`src/rtl/seq_booth_mul_pkg.sv`:
```
package seq_booth_mul_pkg;

    typedef enum logic [1:0] {
        ST_IDLE   = 2'd0,
        ST_RUN    = 2'd1,
        ST_FINISH = 2'd2
    } mul_state_e;

    typedef enum logic [1:0] {
        OP_NONE = 2'd0,
        OP_ADD  = 2'd1,
        OP_SUB  = 2'd2
    } booth_op_e;

endpackage

```
`src/rtl/booth_recode.sv`:
```
module booth_recode
    import seq_booth_mul_pkg::*;
(
    input  logic      cur_bit,
    input  logic      right_bit,
    output booth_op_e op
);

    always_comb begin
        unique case ({cur_bit, right_bit})
            2'b10:   op = OP_SUB;   // start of a run of ones
            2'b01:   op = OP_ADD;   // end of a run of ones
            default: op = OP_NONE;  // inside a run of zeros or ones
        endcase
    end

endmodule

```
`src/rtl/booth_step.sv`:
```
module booth_step
    import seq_booth_mul_pkg::*;
#(
    parameter int W = 32
) (
    input  logic [W-1:0] hi_in,
    input  logic [W-1:0] lo_in,
    input  logic [W-1:0] mcand,
    input  booth_op_e    op,
    output logic [W-1:0] hi_out,
    output logic [W-1:0] lo_out,
    output logic         extra_out
);

    localparam int XW = W + 1;

    logic [XW-1:0] hi_x;
    logic [XW-1:0] mc_x;
    logic [XW-1:0] sum_x;

    // one guard bit keeps the true sign of the partial sum
    always_comb begin
        hi_x = {hi_in[W-1], hi_in};
        mc_x = {mcand[W-1], mcand};
        unique case (op)
            OP_ADD:  sum_x = hi_x + mc_x;
            OP_SUB:  sum_x = hi_x - mc_x;
            default: sum_x = hi_x;
        endcase
    end

    // arithmetic shift right of {sum, lo, extra} by one place
    always_comb begin
        hi_out    = sum_x[XW-1:1];
        lo_out    = {sum_x[0], lo_in[W-1:1]};
        extra_out = lo_in[0];
    end

endmodule

```
`src/rtl/mul_ctrl.sv`:
```
module mul_ctrl
    import seq_booth_mul_pkg::*;
#(
    parameter int W = 32
) (
    input  logic clk,
    input  logic rst_n,
    input  logic start,
    output logic load,
    output logic step,
    output logic busy,
    output logic done
);

    localparam int CW = (W > 2) ? $clog2(W) : 1;
    localparam logic [CW-1:0] LAST = CW'(W - 1);

    mul_state_e state_q, state_d;
    logic [CW-1:0] cnt_q;

    // state register
    always_ff @(posedge clk or negedge rst_n) begin
        if (!rst_n) begin
            state_q <= ST_IDLE;
        end else begin
            state_q <= state_d;
        end
    end

    // iteration counter
    always_ff @(posedge clk or negedge rst_n) begin
        if (!rst_n) begin
            cnt_q <= '0;
        end else if (load) begin
            cnt_q <= '0;
        end else if (step) begin
            cnt_q <= cnt_q + 1'b1;
        end
    end

    // next state and outputs
    always_comb begin
        state_d = state_q;
        load    = 1'b0;
        step    = 1'b0;
        busy    = 1'b0;
        done    = 1'b0;
        unique case (state_q)
            ST_IDLE: begin
                if (start) begin
                    load    = 1'b1;
                    state_d = ST_RUN;
                end
            end
            ST_RUN: begin
                busy = 1'b1;
                step = 1'b1;
                if (cnt_q == LAST) begin
                    state_d = ST_FINISH;
                end
            end
            ST_FINISH: begin
                done = 1'b1;
                if (start) begin
                    load    = 1'b1;
                    state_d = ST_RUN;
                end else begin
                    state_d = ST_IDLE;
                end
            end
            default: state_d = ST_IDLE;
        endcase
    end

    // the finish state is only reached from the last iteration
    p_finish_after_last_r5: assert property (@(posedge clk) disable iff (!rst_n)
        (state_q == ST_FINISH) |-> ($past(state_q) == ST_RUN && $past(cnt_q) == LAST));

    // done lasts one cycle unless a new run begins
    p_done_pulse_r6: assert property (@(posedge clk) disable iff (!rst_n)
        done |=> !done);

    // an accepted start makes the block busy next cycle
    p_start_busy_r2: assert property (@(posedge clk) disable iff (!rst_n)
        (start && !busy) |=> busy);

endmodule

```
`src/rtl/seq_booth_mul.sv`:
```
module seq_booth_mul
    import seq_booth_mul_pkg::*;
#(
    parameter int W = 32
) (
    input  logic         clk,
    input  logic         rst_n,
    input  logic         start,
    input  logic [W-1:0] a,
    input  logic [W-1:0] b,
    output logic         busy,
    output logic         done,
    output logic [W-1:0] hi,
    output logic [W-1:0] lo
);

    logic         load, step;
    logic [W-1:0] mcand_q;
    logic [W-1:0] hi_q, lo_q;
    logic         extra_q;
    logic [W-1:0] hi_n, lo_n;
    logic         extra_n;
    booth_op_e    op;

    mul_ctrl #(.W(W)) u_ctrl (
        .clk   (clk),
        .rst_n (rst_n),
        .start (start),
        .load  (load),
        .step  (step),
        .busy  (busy),
        .done  (done)
    );

    booth_recode u_recode (
        .cur_bit   (lo_q[0]),
        .right_bit (extra_q),
        .op        (op)
    );

    booth_step #(.W(W)) u_step (
        .hi_in     (hi_q),
        .lo_in     (lo_q),
        .mcand     (mcand_q),
        .op        (op),
        .hi_out    (hi_n),
        .lo_out    (lo_n),
        .extra_out (extra_n)
    );

    // multiplicand and shared product register
    always_ff @(posedge clk or negedge rst_n) begin
        if (!rst_n) begin
            mcand_q <= '0;
            hi_q    <= '0;
            lo_q    <= '0;
            extra_q <= 1'b0;
        end else if (load) begin
            mcand_q <= a;
            hi_q    <= '0;
            lo_q    <= b;
            extra_q <= 1'b0;
        end else if (step) begin
            hi_q    <= hi_n;
            lo_q    <= lo_n;
            extra_q <= extra_n;
        end
    end

    assign hi = hi_q;
    assign lo = lo_q;

    // busy and done never overlap
    p_busy_done_excl_r6: assert property (@(posedge clk) disable iff (!rst_n)
        !(busy && done));

    // the multiplicand is frozen while iterating
    p_mcand_frozen_r8: assert property (@(posedge clk) disable iff (!rst_n)
        busy |=> $stable(mcand_q));

    // an idle block without start keeps its result
    p_hold_idle_r9: assert property (@(posedge clk) disable iff (!rst_n)
        (!busy && !start) |=> ($stable(hi_q) && $stable(lo_q)));

    // the extra bit starts from zero on a load
    p_extra_clear_r3: assert property (@(posedge clk) disable iff (!rst_n)
        (start && !busy) |=> (extra_q == 1'b0 && hi_q == '0));

endmodule

```
`config.mk`:
```
export PLATFORM = sky130hd
export DESIGN_NAME = seq_booth_mul
export DESIGN_NICKNAME = d
export VERILOG_FILES = /design/src/rtl/seq_booth_mul_pkg.sv /design/src/rtl/booth_recode.sv /design/src/rtl/booth_step.sv /design/src/rtl/mul_ctrl.sv /design/src/rtl/seq_booth_mul.sv
export SDC_FILE = /design/constraint.sdc
export NUM_CORES = 1
export LEC_CHECK = 0
export BUFFER_PORTS_ARGS = -buffer_cell sky130_fd_sc_hd__buf_2
export CORE_MARGIN = 2
export CORE_UTILIZATION = 30
export DETAILED_ROUTE_END_ITERATION = 10
export PLACE_DENSITY_LB_ADDON = 0.3
export SKIP_LAST_GASP = 1
export SYNTH_ARGS = -nofsm -noshare
export SYNTH_HDL_FRONTEND = slang
export SYNTH_SLANG_ARGS = --single-unit
```
`constraint.sdc`:
```
create_clock -name clk -period 9.9 [get_ports clk]
set_clock_uncertainty 0.2 [all_clocks]
set_input_delay 0.99 -clock clk [delete_from_list [all_inputs] [get_ports clk]]
set_output_delay 0.99 -clock clk [all_outputs]
set_load 0.005 [all_outputs]
```
==> results.toml <==
[timing]
max_freq_mhz = 208.8
setup_viol = 0
min_period_ns = 4.789
tns_ns = 0
max-slew-margin-rel_pct = 23.76
post-route-period-util_pct = 48.38
rsz0062_at_grt = "no"
slew_violations = 0
hold_viol = 0
worstMarginPinSlew_ns = 1.144

[synth]
synth_most_common_cell = "nand2_1"
ys_types = 64
syn-instance-count = 778
synth_nets = 883
yosysWarnings = 0
ys_ff_latch = 104
synth_edf_count = 0
synth_top_area_share_pct = 39.54
synthFlopType = "dfrtp_1"
synth_area_mm2 = 0.006581
ys_seq_area_share_pct = 39.54
async_flop_share_pct = 100.0
synth_area_leaders = "dfrtp_1 (40%), nand2_1 (10%), ha_1 (7.0%), xnor2_1 (5.9%), a21oi_1 (3.7%)"
synth_area_per_cell_um2 = 8.459
synth_commonest_cells = "nand2_1 (184), dfrtp_1 (104), nor2_1 (51)"
synth_top_cell_by_area = "dfrtp_1"

[worst_hold_path]
min_to = "u_ctrl.cnt_q[3]"
min_path_type = "flip-flop to flip-flop"
min_from = "u_ctrl.cnt_q[3]"
holdPathStages = 1

[status]
status = "finished, final reports clean"

[detailed_routing]
wl_um = 17970
drc = 0
drt-pass1-iter-count = 7
wire_per_inst_um = 15.34
drt_iter0_markers = 279
antenna_left = 0
detail_route.vias_per_cell = 5.015
via_count = 5877

[critical_path]
cp_slowest_stage_delay_ns = 0.47
rrSetupSlack_ns = 5.11
cpLargestDelayFamily = "compound AO/OA/AOI/OAI gates"
crit_chain = "inv_1 -> ha_1 -> or3b_1 -> or4_4 -> nor3b_4 -> nand2_2 -> o21ba_2 -> xnor2_1 -> ha_1 -> a21o_1 -> a21o_1 -> a21o_1 -> a31o_2 -> a21oi_1 -> nor2b_1 -> a211oi_1 -> a21oi_1 -> xnor2_1 -> o211ai_1"
reg2reg_from = "mcand_q[0]"
path_class = "flip-flop to flip-flop"
start_kind = "flip-flop"
worst-endpoint-arrival_ns = 4.87
startpoint = "mcand_q[0]"
critPathSlowestCell = "or4_4"
r2r-end = "hi[30]"
worst-path-max-fanout = 5
worst_r2r_path_depth = 19
crit_top_cell = "a21o_1"
endpoint_kind = "flip-flop"
required_ns = 9.98
crit_buf_inv = 1

[global_route]
antenna_found_initial = 0
grt_overflow = 0
grt_max_degree = 69
grt_pass1_wl_um = 29930
grt_pass1_vias = 5831
track_usage_pct = 15.73

[final_layout]
final_nets = 992
antenna_cells = 0
area_delta_synth_final_pct = 18.37
layout-drive-gt1-share_pct = 19.39
postLayoutCellArea_mm2 = 0.007790

[clock_network]
cts.sink_count = 104
cts.path.max_buffers = 2
cts_made_buffers = 9
post-cts-setup-buffer-count = 0
clk_pin_slew_worst_paths_ns = 0.08
insertion_delay_ns = 0.36
cts_tree = "built"
cts.htree.levels = 3
cts_resized = 0
cts_root_buffer = "clkbuf_16"
hold_buffers = 0

[die]
core_mm2 = 0.02169
rows = 54
start_util_pct = 30.34
dieArea_mm2 = 0.02314
die_w_um = 152.1
dieHeight_um = 152.1
num_io_pins = 133

[placed_design]
dp_hpwl_um = 12720
place_area_mm2 = 0.007502
port_buffers = 132
gp_congestion = 0.9019

[job]
maxCapViolations = 0
cells in the final DEF (no fill, tap or decap), types with 3 or more instances in the layout:
master     netlist  routed
o21a_1           5       5
a21oi_1         49      49
buf_2            0     131
nand2_1        184     184
nor2b_1          6       5
xor2_1          12      12
nor2_1          51      50
o22ai_1          3       3
o21ai_0         47      47
inv_8            0       3
and3_1           7       7
and2_1           5       5
mux2i_1         10      10
clkbuf_16        0       9
inv_1           17      17
a22oi_1         32      32
nand3_1         23      23
a21o_1          14      14
dfrtp_1        104     104
nand4_1          4       4
o21bai_1         5       5
a22o_1           5       5
nor3_1          13      13
nand2b_1         4       3
nor4_1           4       4
ha_1            37      36
a31oi_1          5       5
xnor2_1         44      44
buf_4            1       6
or3_1            3       3
metal layers:
layer	up-vias	part of all wire [%]	global-route usage, %
li1	2933	-	-
met4	0	1.1	3.738
met1	2783	47	21.01
met3	16	6.9	5.077
met5	-	0	0
met2	145	44	24.86
how the worst max path moves through the flow:
stage	cells past startpoint	to	slack (ns)
after global placement	18	hi[31]	5.26
after detailed placement	18	hi[31]	5.11
final	19	hi[30]	5.11
after floorplan	19	hi[30]	5.59
after CTS	18	hi[31]	5.09
after global routing	18	hi[31]	4.75
worst reg2reg max path: stages (launching register included):
cell and delay, ns:
dfrtp_1 0.42, inv_1 0.10, ha_1 0.16, or3b_1 0.39, or4_4 0.47, nor3b_4 0.29
nand2_2 0.14, o21ba_2 0.22, xnor2_1 0.12, ha_1 0.35, a21o_1 0.24, a21o_1 0.18
a21o_1 0.18, a31o_2 0.24, a21oi_1 0.13, nor2b_1 0.06, a211oi_1 0.36, a21oi_1 0.14
xnor2_1 0.15, o211ai_1 0.18
cell families (layout without fill, tap and decap cells):
| logic type | after synthesis | after routing | synth area share [%] |
|---|---|---|---|
| buf+inv | 56 | 170 | 3.251 |
| simple gates | 319 | 319 | 21.58 |
| xor+xnor | 56 | 56 | 7.452 |
| fa+ha+maj | 38 | 38 | 7.338 |
| compound gates | 195 | 195 | 19.32 |
| flops | 104 | 104 | 39.54 |
| mux | 10 | 10 | 1.521 |
registers in the layout, summed over array words and instances (netlist names):
signal / count
u_ctrl.cnt_q: 5
extra_q: 1
u_ctrl.state_q: 2
mcand_q: 32
hi: 32
lo: 32
layout make-up:
cell class | instances | area, um2
clock buffer | 9 | 225.2
clock inverter | 7 | 62.56
fill | 2274 | 13900
timing repair buffer | 137 | 700.7
multi-input combinational | 618 | 3785
tap | 280 | 350.3
inverter | 17 | 63.81
sequential | 104 | 2603
metrics by stage:
| stage | hold slack [ns] | utilization [%] | setup WS [ns] | std cells |
|---|---|---|---|---|
| after detailed placement | 0.2834 | 34.59 | 5.111 | 1156 |
| final | 0.2922 | 35.92 | 5.111 | 1172 |
| after global placement | 0.2701 | 34.59 | 5.263 | 1156 |
| after global routing | 0.3242 | 35.92 | 4.747 | 1172 |
| after floorplan | 0.2494 | - | 5.588 | 778 |
| after CTS | 0.2942 | 35.92 | 5.094 | 1172 |
Power is left out: the tool's default activity adds up to more than one toggle a clock period on the data nets, which glitch-free logic cannot reach.
